`src/rtl/irq_stat_pkg.sv`:
```
package irq_stat_pkg;
  localparam int NUM_SRC = 7;

  // status bit positions (software-visible)
  localparam int B_TX     = 0;
  localparam int B_RXTRIG = 1;
  localparam int B_RXTMO  = 2;
  localparam int B_FRM    = 3;
  localparam int B_BRK    = 4;
  localparam int B_OVR    = 5;
  localparam int B_TXSET  = 6;

  localparam logic [NUM_SRC-1:0] STICKY_MASK =
    NUM_SRC'((1 << B_TX) | (1 << B_FRM) | (1 << B_BRK) | (1 << B_OVR));
  localparam logic [NUM_SRC-1:0] LEVEL_MASK =
    NUM_SRC'((1 << B_RXTRIG) | (1 << B_RXTMO));
  localparam logic [NUM_SRC-1:0] ERR_MASK =
    NUM_SRC'((1 << B_FRM) | (1 << B_BRK) | (1 << B_OVR));

  // control register enable field
  localparam int EN_LSB = 5;
  localparam int NUM_EN = 3;
  localparam int E_TX   = 0;
  localparam int E_RX   = 1;
  localparam int E_ERR  = 2;

  typedef struct packed {
    logic                 stWrite;
    logic                 ctlWrite;
    logic [NUM_SRC-1:0]   clrMask;
    logic                 swSetTx;
    logic [NUM_EN-1:0]    enData;
  } regStrobe_t;
endpackage

```
`src/rtl/irq_stat_ctl.sv`:
```
module irq_stat_ctl
  import irq_stat_pkg::*;
#(
  parameter int BUS_W = 8,
  parameter int ADDR_W = 2,
  parameter logic [ADDR_W-1:0] ST_ADDR = 0,
  parameter logic [ADDR_W-1:0] CTL_ADDR = 1
) (
  input  logic              clk,
  input  logic              rstN,
  input  logic              busSel,
  input  logic              busWrite,
  input  logic [ADDR_W-1:0] busAddr,
  input  logic [BUS_W-1:0]  busWdata,
  output regStrobe_t        stb
);
  logic hitSt;
  logic hitCtl;

  always_comb begin
    hitSt  = busSel && busWrite && (busAddr == ST_ADDR);
    hitCtl = busSel && busWrite && (busAddr == CTL_ADDR);
    stb.stWrite  = hitSt;
    stb.ctlWrite = hitCtl;
    stb.clrMask  = hitSt ? (busWdata[NUM_SRC-1:0] & STICKY_MASK) : '0;
    stb.swSetTx  = hitSt && busWdata[B_TXSET];
    stb.enData   = busWdata[EN_LSB +: NUM_EN];
  end

  // a bus write targets at most one register
  p_one_target_r7: assert property (@(posedge clk) disable iff (!rstN)
    $onehot0({stb.stWrite, stb.ctlWrite}));

  // clear strobes only come from a status write
  p_clear_src_r3: assert property (@(posedge clk) disable iff (!rstN)
    (stb.clrMask != '0) |-> stb.stWrite);
endmodule

```
`src/rtl/irq_stat_dp.sv`:
```
module irq_stat_dp
  import irq_stat_pkg::*;
#(
  parameter int BUS_W = 8,
  parameter int ADDR_W = 2,
  parameter logic [ADDR_W-1:0] ST_ADDR = 0,
  parameter logic [ADDR_W-1:0] CTL_ADDR = 1
) (
  input  logic               clk,
  input  logic               rstN,
  input  regStrobe_t         stb,
  input  logic [NUM_SRC-1:0] evVec,
  input  logic [NUM_SRC-1:0] lvlVec,
  input  logic [ADDR_W-1:0]  busAddr,
  output logic [BUS_W-1:0]   busRdata,
  output logic               irqOut
);
  localparam int PAD_ST  = BUS_W - NUM_SRC;
  localparam int PAD_CTL = BUS_W - EN_LSB - NUM_EN;

  logic [NUM_SRC-1:0] stickyQ;
  logic [NUM_SRC-1:0] stickyNext;
  logic [NUM_SRC-1:0] setVec;
  logic [NUM_SRC-1:0] status;
  logic [NUM_EN-1:0]  enQ;
  logic               irqNext;

  always_comb begin
    setVec = '0;
    setVec[B_TX] = stb.swSetTx;
    // event and software set are applied after the clear: event wins
    stickyNext = ((stickyQ & ~stb.clrMask) | evVec | setVec) & STICKY_MASK;
    status = (stickyQ & STICKY_MASK) | (lvlVec & LEVEL_MASK);
  end

  always_ff @(posedge clk or negedge rstN) begin
    if (!rstN) begin
      stickyQ <= '0;
      enQ     <= '0;
      irqOut  <= 1'b0;
    end else begin
      stickyQ <= stickyNext;
      if (stb.ctlWrite) enQ <= stb.enData;
      irqOut <= irqNext;
    end
  end

  always_comb begin
    irqNext = (enQ[E_TX]  && status[B_TX])
           || (enQ[E_RX]  && |(status & LEVEL_MASK))
           || (enQ[E_ERR] && |(status & ERR_MASK));
  end

  always_comb begin
    if (busAddr == ST_ADDR)
      busRdata = {{PAD_ST{1'b0}}, status};
    else if (busAddr == CTL_ADDR)
      busRdata = {{PAD_CTL{1'b0}}, enQ, {EN_LSB{1'b0}}};
    else
      busRdata = '0;
  end

  // per-source checks on the sticky bits
  for (genvar i = 0; i < NUM_SRC; i++) begin : g_src
    if (STICKY_MASK[i]) begin : g_sticky
      p_hold_r2: assert property (@(posedge clk) disable iff (!rstN)
        (stickyQ[i] && !stb.clrMask[i]) |=> stickyQ[i]);
      p_event_wins_r5: assert property (@(posedge clk) disable iff (!rstN)
        evVec[i] |=> stickyQ[i]);
      p_clear_r3: assert property (@(posedge clk) disable iff (!rstN)
        (stb.clrMask[i] && !evVec[i] && !setVec[i]) |=> !stickyQ[i]);
    end
  end

  p_irq_tx_r8: assert property (@(posedge clk) disable iff (!rstN)
    (enQ[E_TX] && stickyQ[B_TX]) |=> irqOut);
  p_irq_quiet_r8: assert property (@(posedge clk) disable iff (!rstN)
    (enQ == '0) |=> !irqOut);
  p_txset_r6: assert property (@(posedge clk) disable iff (!rstN)
    stb.swSetTx |=> stickyQ[B_TX]);
endmodule

```
`src/rtl/uart_irq_status.sv`:
```
module uart_irq_status
  import irq_stat_pkg::*;
#(
  parameter int BUS_W = 8,
  parameter int ADDR_W = 2
) (
  input  logic              clk,
  input  logic              rstN,
  input  logic              busSel,
  input  logic              busWrite,
  input  logic [ADDR_W-1:0] busAddr,
  input  logic [BUS_W-1:0]  busWdata,
  output logic [BUS_W-1:0]  busRdata,
  input  logic              evTxReq,
  input  logic              evFrameErr,
  input  logic              evBreak,
  input  logic              evOverrun,
  input  logic              lvlRxTrig,
  input  logic              lvlRxTimeout,
  output logic              irqOut
);
  localparam logic [ADDR_W-1:0] ST_ADDR  = ADDR_W'(0);
  localparam logic [ADDR_W-1:0] CTL_ADDR = ADDR_W'(1);

  regStrobe_t         stb;
  logic [NUM_SRC-1:0] evVec;
  logic [NUM_SRC-1:0] lvlVec;

  always_comb begin
    evVec = '0;
    evVec[B_TX]  = evTxReq;
    evVec[B_FRM] = evFrameErr;
    evVec[B_BRK] = evBreak;
    evVec[B_OVR] = evOverrun;
    lvlVec = '0;
    lvlVec[B_RXTRIG] = lvlRxTrig;
    lvlVec[B_RXTMO]  = lvlRxTimeout;
  end

  irq_stat_ctl #(
    .BUS_W(BUS_W), .ADDR_W(ADDR_W), .ST_ADDR(ST_ADDR), .CTL_ADDR(CTL_ADDR)
  ) u_ctl (
    .clk(clk), .rstN(rstN), .busSel(busSel), .busWrite(busWrite),
    .busAddr(busAddr), .busWdata(busWdata), .stb(stb)
  );

  irq_stat_dp #(
    .BUS_W(BUS_W), .ADDR_W(ADDR_W), .ST_ADDR(ST_ADDR), .CTL_ADDR(CTL_ADDR)
  ) u_dp (
    .clk(clk), .rstN(rstN), .stb(stb), .evVec(evVec), .lvlVec(lvlVec),
    .busAddr(busAddr), .busRdata(busRdata), .irqOut(irqOut)
  );
endmodule

```
`config.mk`:
```
export PLATFORM = sky130hd
export DESIGN_NAME = uart_irq_status
export DESIGN_NICKNAME = d
export VERILOG_FILES = /design/src/rtl/irq_stat_pkg.sv /design/src/rtl/irq_stat_ctl.sv /design/src/rtl/irq_stat_dp.sv /design/src/rtl/uart_irq_status.sv
export SDC_FILE = /design/constraint.sdc
export NUM_CORES = 1
export LEC_CHECK = 0
export BUFFER_PORTS_ARGS = -buffer_cell sky130_fd_sc_hd__buf_2
export CAP_MARGIN = 15
export CORE_AREA = 4 4 41 43
export DETAILED_ROUTE_END_ITERATION = 12
export DIE_AREA = 0 0 45 47
export SLEW_MARGIN = 20
export SYNTH_ARGS = -nofsm -noshare
export SYNTH_HDL_FRONTEND = slang
export SYNTH_SLANG_ARGS = --single-unit
```
`constraint.sdc`:
```
create_clock -name clk -period 1.7 [get_ports clk]
set_clock_uncertainty 0.1 [all_clocks]
set_input_delay 0.34 -clock clk [delete_from_list [all_inputs] [get_ports clk]]
set_output_delay 0.34 -clock clk [all_outputs]
set_load 0.01 [all_outputs]
```
==> impl_metrics.json, run 1 <==
{
  "run_status": "completed",
  "comb_power_share": 0.211,
  "maxSlewViolCount": 0,
  "ant_nets": 0,
  "drc_errors": 0,
  "path_common_cell": "buf_2",
  "synthMuxAreaShare": 0.111,
  "crit_arrival_ps": 1000,
  "grt_first_pass_wirelength_microns": 1370,
  "clkPwrFrac": 0.300,
  "numCtsBuffers": 3,
  "synth_top_area_cell": "dfrtp_1",
  "dr.pass1.iters": 1,
  "synth_xor_area_frac": 0,
  "fillCellCount": 149,
  "hold_viol": 0,
  "start_kind": "primary input",
  "syn_area_per_cell_sq_um": 10.9,
  "core_sq_um": 1300,
  "grt_overflow": 0,
  "hold_class": "in -> reg",
  "syn-num-nets": 56,
  "swShare": 0.245,
  "clock-sinks": 8,
  "routedWlPerCell_microns": 10.7,
  "path_class": "in -> out",
  "vias": 359,
  "end_kind": "output pin",
  "internal_power_w": 0.000350,
  "ctsRootBufferMaster": "clkbuf_4",
  "power_density_nw_per_um2": 807,
  "setup_tns_ps": 0,
  "path_cells": "buf_2 -> nor2_1 -> and2_1 -> buf_2",
  "synthAdderAreaFrac": 0,
  "antenna_found_initial": 0,
  "vdd.ir_drop.worst_uv": 325,
  "switching_power_w": 0.000114,
  "p_leak_nw": 0.280,
  "drt_iter0_drc": 0,
  "required_ps": 1260,
  "grt_max_degree": 9,
  "io_pins": 29,
  "yosys_warnings": 0,
  "start_util": 0.303,
  "drv_cap": 0,
  "synth_simple_gate_area_frac": 0.267,
  "yosys-top-cells-area": "dfrtp_1, and2_1, mux2_2, a21o_1, nand2_1",
  "seq_area_frac_synth": 0.508,
  "synth_compound_area_frac": 0.114,
  "die-area_sq_um": 2120,
  "cp_max_fo": 5,
  "core.rowCount": 13,
  "period_needed_ps": 1440,
  "grt_pass1_vias": 347,
  "rsz0062_at_grt": "no",
  "syn_inst": 36,
  "yosysUniqueCellTypes": 13,
  "clock_tree.buffer_depth": 2,
  "seq_area_sq_um": 200,
  "max_freq_mhz": 697,
  "syn2layout_area_growth_pct": 46.0,
  "cts_setup_buffers": 0,
  "clk_latency_ps": 250,
  "synth_top_area_frac": 0.508,
  "dieHeight_microns": 47,
  "cp_slowest_cell": "nor2_1",
  "multiInputGateArea_sq_um": 194,
  "nNetsFinal": 88,
  "track_usage": 0.0951,
  "period_share": 0.844,
  "relSlewSlack": 0.817,
  "cts_tree": "built",
  "timing.hold.ws_ps": 165,
  "antenna_cells": 0,
  "drive_gt1_frac": 0.515,
  "clk_pin_slew_ps": 50,
  "portBuffers": 26,
  "ys_ff_latch": 8,
  "slowest_delay_ps": 240,
  "setup_violations": 0,
  "sequentialPowerShare": 0.490,
  "synth_area_sq_um": 394,
  "die_x_microns": 45,
  "place.gp.congestion": 0.686,
  "worst_pin_slew_ps": 274,
  "htree_levels": 1,
  "synth_top_family_by_area": "simple AND/OR/NAND/NOR gates",
  "drt_wl_total_microns": 870,
  "viasPerCell": 4.43
}
==> cell type report <==
type,count,area share
Multi-Input combinational cell,28,0.337
Sequential cell,8,0.348
Tap cell,15,0.0326
Timing Repair Buffer,27,0.243
Clock buffer,3,0.0391
==> timing repair <==
item / CTS / global route
endpoints found under the hold margin: 8 / 0
hold buffers: 1 / 0
gates resized for setup: 0 / 0
setup endpoints to repair: 0 / 0
==> final timing paths <==
kind                                             endpoint  slack [ps]  cells past startpoint                       from
worst max-delay path                          busRdata[3]         260                      4                 busAddr[0]
worst min-delay path            u_dp.stickyQ[3]$_DFF_PN0_         170                      2                 evFrameErr
worst max register to register      u_dp.irqOut$_DFF_PN0_         760                      2  u_dp.stickyQ[4]$_DFF_PN0_
worst min register to register  u_dp.stickyQ[3]$_DFF_PN0_         400                      1  u_dp.stickyQ[3]$_DFF_PN0_
max in group asynchronous         u_dp.enQ[0]$_DFFE_PN0P_         980                      2                       rstN
min in group asynchronous       u_dp.stickyQ[4]$_DFF_PN0_         360                      2                       rstN
==> synth_stat cells (all sizes together) <==
library cell / count
o21ai: 1
mux2i: 1
nand3: 2
nor2: 2
a21o: 3
a221o: 1
and2b: 1
and2: 7
and4bb: 1
o31ai: 1
nand2: 5
mux2: 3
dfrtp: 8
==> power by group through the flow <==
stage / Sequential, W / Combinational, W / Clock, W
2_1_floorplan: 0.000230 / 0.0000484 / 0
4_1_cts: 0.000228 / 0.000101 / 0.000147
6_report: 0.000227 / 0.0000978 / 0.000139
3_5_place_dp: 0.000231 / 0.0000986 / 0
3_3_place_gp: 0.000231 / 0.0000972 / 0
5_1_grt: 0.000232 / 0.000111 / 0.000161
==> kinds of logic (layout without fill, tap and decap cells) <==
kind of cell,Yosys count,in the layout
AO/OA/AOI/OAI,6,6
buffers and inverters,0,30
flip-flops,8,8
multiplexers,4,4
AND/OR/NAND/NOR,18,18
==> flip-flops by register name, summed over array words and instances, names as in the netlist <==
| signal | cells |
|---|---|
| u_dp.enQ | 3 |
| u_dp.stickyQ | 4 |
| u_dp.irqOut | 1 |
==> layout by cell type, fill, tap and decap left out, types with 2 or more instances in the layout <==
cell type	n
buf_2	26
dfrtp_1	8
and2_1	7
nand2_1	5
a21o_1	3
mux2_2	3
clkbuf_4	3
nor2_1	2
nand3_1	2
==> worst max-delay path, delay by kind of cell <==
kind	cells	cell delay [ps]
and+or+nand+nor	2	410
buffers and inverters	2	240
==> metrics by stage <==
step	instances	util	power (W)	instance area (sq um)	worst slack, ps
floorplan	36	-	0.000279	394	478
global placement	77	0.417	0.000328	543	244
detailed placement	77	0.417	0.000330	543	250
CTS	81	0.442	0.000475	576	244
global route	81	0.442	0.000504	576	176
finish	81	0.442	0.000464	576	265
==> layer usage <==
metal	GRT usage	part of all wire	routed length, microns	vias up
li1	-	-	-	188
met1	0.0918	0.40	349	154
met2	0.158	0.48	421	17
met3	0.0575	0.11	100	0
met4	0.0526	0	0	0
met5	0	0	0	-
Note: power is estimated with default switching activity, not from simulation.
==> run 2: changes to the inputs <==
==> constraint.sdc (replaced) <==
create_clock -name clk -period 1.3 [get_ports clk]
set_clock_uncertainty 0.1 [all_clocks]
set_input_delay 0.26 -clock clk [delete_from_list [all_inputs] [get_ports clk]]
set_output_delay 0.26 -clock clk [all_outputs]
set_load 0.01 [all_outputs]
==> run 2 against run 1 <==
  * The run now ends with setup timing left
  * First-iteration DRC count up 1
  * Via count up 13%
  * Critical path depth down 1
  * Die area unchanged
  * Count of clock-buffer cells in the layout unchanged
  * Utilization up 5.9 points
  * Non-clock buffer count up 9
  * Critical path type is now reg -> out
  * Critical endpoint is now busRdata[5]
==> impl_metrics.json, run 2 (synthesis gave the netlist of run 1 again) <==
{
  "run_status": "finished with violations",
  "violations": "setup timing",
  "grt_pass1_vias": 368,
  "grt_first_pass_wirelength_microns": 1480,
  "drc_errors": 0,
  "end_kind": "output pin",
  "antenna_cells": 0,
  "clock_tree.buffer_depth": 2,
  "ant_nets": 0,
  "track_usage": 0.105,
  "final_common_cell": "buf_2",
  "syn2layout_area_growth_pct": 65.4,
  "dp_slack_ps": -36.8,
  "cp_max_fo": 2,
  "drive_gt1_frac": 0.587,
  "io_pins": 29,
  "hold_viol": 0,
  "reg_top3": "u_dp.stickyQ (4), u_dp.enQ (3), u_dp.irqOut (1)",
  "p_leak_nw": 0.325,
  "core.rowCount": 13,
  "post-route-util": 0.501,
  "power.total_w": 0.000651,
  "routedWlPerCell_microns": 11.5,
  "die-area_sq_um": 2120,
  "grt_max_degree": 9,
  "grt_overflow": 0,
  "vias": 406,
  "htree_levels": 1,
  "setup_violations": 1,
  "period_share": 1.00,
  "largest_reg_flops": 4,
  "die_x_microns": 45,
  "path_class": "reg -> out",
  "rsz0062_at_grt": "yes",
  "nNetsFinal": 97,
  "core_sq_um": 1300,
  "viasPerCell": 4.51,
  "place.gp.congestion": 0.690,
  "clock-sinks": 8,
  "vdd.ir_drop.worst_uv": 585,
  "drv_cap": 0,
  "power_density_nw_per_um2": 998,
  "timing.hold.ws_ps": 84.4,
  "start_util": 0.303,
  "drt_wl_total_microns": 1040,
  "cts_tree": "built",
  "drt_iter0_drc": 1,
  "hold_class": "in -> reg",
  "top_register": "u_dp.stickyQ",
  "worst_slack_ps": -0.903,
  "maxSlewViolCount": 0,
  "start_kind": "flop",
  "crit_arrival_ps": 940,
  "required_ps": 940,
  "ctsRootBufferMaster": "clkbuf_4",
  "antenna_found_initial": 0,
  "final_cell_mix": "buf_2, buf_4, dfrtp_1",
  "relSlewSlack": 0.871,
  "dr.pass1.iters": 2,
  "max_freq_mhz": 769,
  "portBuffers": 26,
  "period_needed_ps": 1300,
  "worst_pin_slew_ps": 191,
  "clk_pin_slew_ps": 60,
  "numCtsBuffers": 3,
  "clk_latency_ps": 250,
  "dieHeight_microns": 47
}
run 2: cell count changes in the layout (fill, tap and decap cells not counted), sizes merged:
| cell | before | now |
|---|---|---|
| buf | 26 | 35 |
run 2: repair_timing:
action | 4_1_cts | 5_1_grt
resized for setup | 0 | 2
buffers inserted | 2 | 4
hold endpoints to repair | 8 | 0
endpoints found under the setup margin | 1 | 6
hold buffers | 1 | 0
pin swaps | 0 | 0
run 2: metal layers:
layer / vias up / GRT usage / share of wire
met2: 17 / 0.172 / 0.53
met1: 183 / 0.103 / 0.38
met4: 0 / 0.0877 / 0
li1: 206 / - / -
met5: - / 0 / 0
met3: 0 / 0.0421 / 0.096
run 2: power by group:
group | leakage (nW) | total [W] | switching, W | internal, W
combinational | 0.229 | 0.000165 | 0.0000652 | 0.000100
sequential | 0.0821 | 0.000296 | 0.0000162 | 0.000280
clock | 0.0138 | 0.000189 | 0.0000838 | 0.000106
run 2: cell type report:
| class | count | area [sq um] |
|---|---|---|
| fill | 147 | 649 |
| timing repair buffer | 36 | 214 |
| sequential | 8 | 200 |
| multi-input combinational | 28 | 196 |
| clock buffer | 3 | 22.5 |
| tap | 15 | 18.8 |
run 2: metrics by stage:
step / instance area, sq um / setup TNS, ps / instances
4_1_cts: 613 / -26.1 / 86
3_5_place_dp: 566 / -82.5 / 80
5_1_grt: 652 / -118 / 90
3_3_place_gp: 566 / -53.2 / 80
2_1_floorplan: 394 / 0 / 36
6_report: 652 / -0.903 / 90
run 2: worst max-delay path, cell delays in order (launching register included):
cell     delay, ps
dfrtp_1        380
mux2i_1        130
nor2_1          50
buf_2          130
run 2: worst paths after layout:
check / startpoint / to / slack (ps) / cells past startpoint
worst max-delay path: u_dp.stickyQ[5]$_DFF_PN0_ / busRdata[5] / -0.9 / 3
worst min-delay path: evOverrun / u_dp.stickyQ[5]$_DFF_PN0_ / 80 / 2
worst max register to register: u_dp.stickyQ[4]$_DFF_PN0_ / u_dp.irqOut$_DFF_PN0_ / 230 / 3
worst min register to register: u_dp.stickyQ[3]$_DFF_PN0_ / u_dp.stickyQ[3]$_DFF_PN0_ / 420 / 1
max in group asynchronous: rstN / u_dp.irqOut$_DFF_PN0_ / 650 / 2
min in group asynchronous: rstN / u_dp.enQ[0]$_DFFE_PN0P_ / 280 / 2
==> run 3: changes to the inputs <==
--- a/config.mk
+++ b/config.mk
@@ -5,11 +5,12 @@
 export SDC_FILE = /design/constraint.sdc
 export NUM_CORES = 1
 export LEC_CHECK = 0
-export BUFFER_PORTS_ARGS = -buffer_cell sky130_fd_sc_hd__buf_2
 export CAP_MARGIN = 15
 export CORE_AREA = 4 4 41 43
 export DETAILED_ROUTE_END_ITERATION = 12
 export DIE_AREA = 0 0 45 47
+export DONT_BUFFER_PORTS = 1
+export PLACE_DENSITY_LB_ADDON = 0.12
 export SLEW_MARGIN = 20
 export SYNTH_ARGS = -nofsm -noshare
 export SYNTH_HDL_FRONTEND = slang
==> run 3 against run 2 <==
  * The run now ends clean
  * Total power shrank 11%
  * Sequential share of layout area rose by 9.3 points
  * Global-route usage shrank 1.8 points
  * Register-to-register slack improved by 50 ps
  * Wire length shrank 13%
  * Combinational power decreased by 41%
  * Setup slack better by 65 ps
  * Critical endpoint unchanged
==> impl_metrics.json, run 3 (synthesis gave the netlist of run 1 again) <==
{
  "drv_cap": 0,
  "fillCellCount": 136,
  "core_sq_um": 1300,
  "numCtsBuffers": 3,
  "grt_first_pass_wirelength_microns": 1240,
  "grt_overflow": 0,
  "place.gp.congestion": 0.720,
  "portBuffers": 0,
  "required_ps": 940,
  "syn2layout_area_growth_pct": 27.0,
  "final_cell_area_sq_um": 500,
  "start_kind": "flop",
  "timing.hold.ws_ps": 27.0,
  "drt_wl_total_microns": 900,
  "maxSlewViolCount": 0,
  "io_pins": 29,
  "htree_levels": 1,
  "grt_pass1_vias": 283,
  "viasPerCell": 4.93,
  "nNetsFinal": 68,
  "ctsRootBufferMaster": "clkbuf_4",
  "grt_max_degree": 9,
  "ant_nets": 0,
  "dieHeight_microns": 47,
  "antenna_cells": 0,
  "clk_latency_ps": 250,
  "drc_errors": 0,
  "cp_max_fo": 3,
  "track_usage": 0.0871,
  "clock_tree.buffer_depth": 2,
  "vias": 301,
  "place_hpwl_microns": 773,
  "power.total_w": 0.000581,
  "hold_class": "in -> reg",
  "clk_pin_slew_ps": 50,
  "dr.pass1.iters": 1,
  "reg_top3": "u_dp.stickyQ (4), u_dp.enQ (3), u_dp.irqOut (1)",
  "hold_viol": 0,
  "worst_slack_ps": 64.2,
  "r2r_setup_slack_ps": 280,
  "largest_reg_flops": 4,
  "relSlewSlack": 0.760,
  "routedWlPerCell_microns": 14.8,
  "power_density_nw_per_um2": 1160,
  "path_class": "reg -> out",
  "end_kind": "output pin",
  "placed_area_sq_um": 413,
  "cts_tree": "built",
  "max_freq_mhz": 809,
  "top_register": "u_dp.stickyQ",
  "die-area_sq_um": 2120,
  "setup_violations": 0,
  "p_leak_nw": 0.196,
  "worst_pin_slew_ps": 359,
  "run_status": "completed",
  "drt_iter0_drc": 0,
  "core.rowCount": 13,
  "antenna_found_initial": 0,
  "clock-sinks": 8,
  "crit_arrival_ps": 880,
  "dp_slack_ps": 98.6,
  "start_util": 0.303,
  "drive_gt1_frac": 0.261,
  "die_x_microns": 45,
  "period_needed_ps": 1240,
  "period_share": 0.951,
  "final_cell_mix": "dfrtp_1, and2_1, nand2_1",
  "vdd.ir_drop.worst_uv": 646,
  "final_common_cell": "dfrtp_1"
}
==> run 3: cell count changes in the layout (fill, tap and decap cells not counted), sizes merged <==
cell	delta
dlygate4sd3	+3
buf	-32
==> run 3: layout make-up <==
cell class	count	area, sq um	share of cell area
sequential	8	200	0.400
multi-input combinational	28	196	0.392
timing repair buffer	7	62.6	0.125
clock buffer	3	22.5	0.0450
tap	15	18.8	0.0375
==> run 3: metal layers <==
layer | wire [microns] | GRT usage | vias to the layer above
li1 | - | - | 148
met1 | 348 | 0.101 | 131
met2 | 399 | 0.136 | 22
met3 | 152 | 0.0460 | 0
met4 | 0 | 0.0351 | 0
met5 | 0 | 0 | -
==> run 3: report_power, final <==
| group | leakage, nW | switching, W | internal, W |
|---|---|---|---|
| clock network | 0.0138 | 0.0000749 | 0.000105 |
| registers | 0.0821 | 0.0000227 | 0.000280 |
| logic | 0.101 | 0.0000411 | 0.0000565 |
==> run 3: worst paths after layout <==
check                                               start                        end  cells past startpoint
min in group asynchronous                            rstN      u_dp.irqOut$_DFF_PN0_                      1
worst max register to register  u_dp.stickyQ[5]$_DFF_PN0_      u_dp.irqOut$_DFF_PN0_                      3
worst min register to register  u_dp.stickyQ[3]$_DFF_PN0_  u_dp.stickyQ[3]$_DFF_PN0_                      1
worst min-delay path                              evTxReq  u_dp.stickyQ[0]$_DFF_PN0_                      1
worst max-delay path            u_dp.stickyQ[5]$_DFF_PN0_                busRdata[5]                      2
max in group asynchronous                            rstN  u_dp.stickyQ[4]$_DFF_PN0_                      1
==> run 3: worst max-delay path, stage by stage, from the launching register on <==
cell and delay (ps):
dfrtp_1 390, mux2i_1 160, nor2_2 80
==> run 3: metrics by stage <==
stage	TNS, ps	utilization	std cells
2_1_floorplan	0	-	36
3_3_place_gp	0	0.317	51
3_5_place_dp	0	0.317	51
5_1_grt	-3.36	0.385	61
6_report	0	0.385	61
4_1_cts	0	0.365	58
==> run 3: repair_timing <==
action / CTS / global route
buffers inserted: 0 / 3
gates resized for setup: 0 / 1
setup endpoints to repair: 0 / 1
endpoints found under the hold margin: 11 / 0
hold buffers: 4 / 0
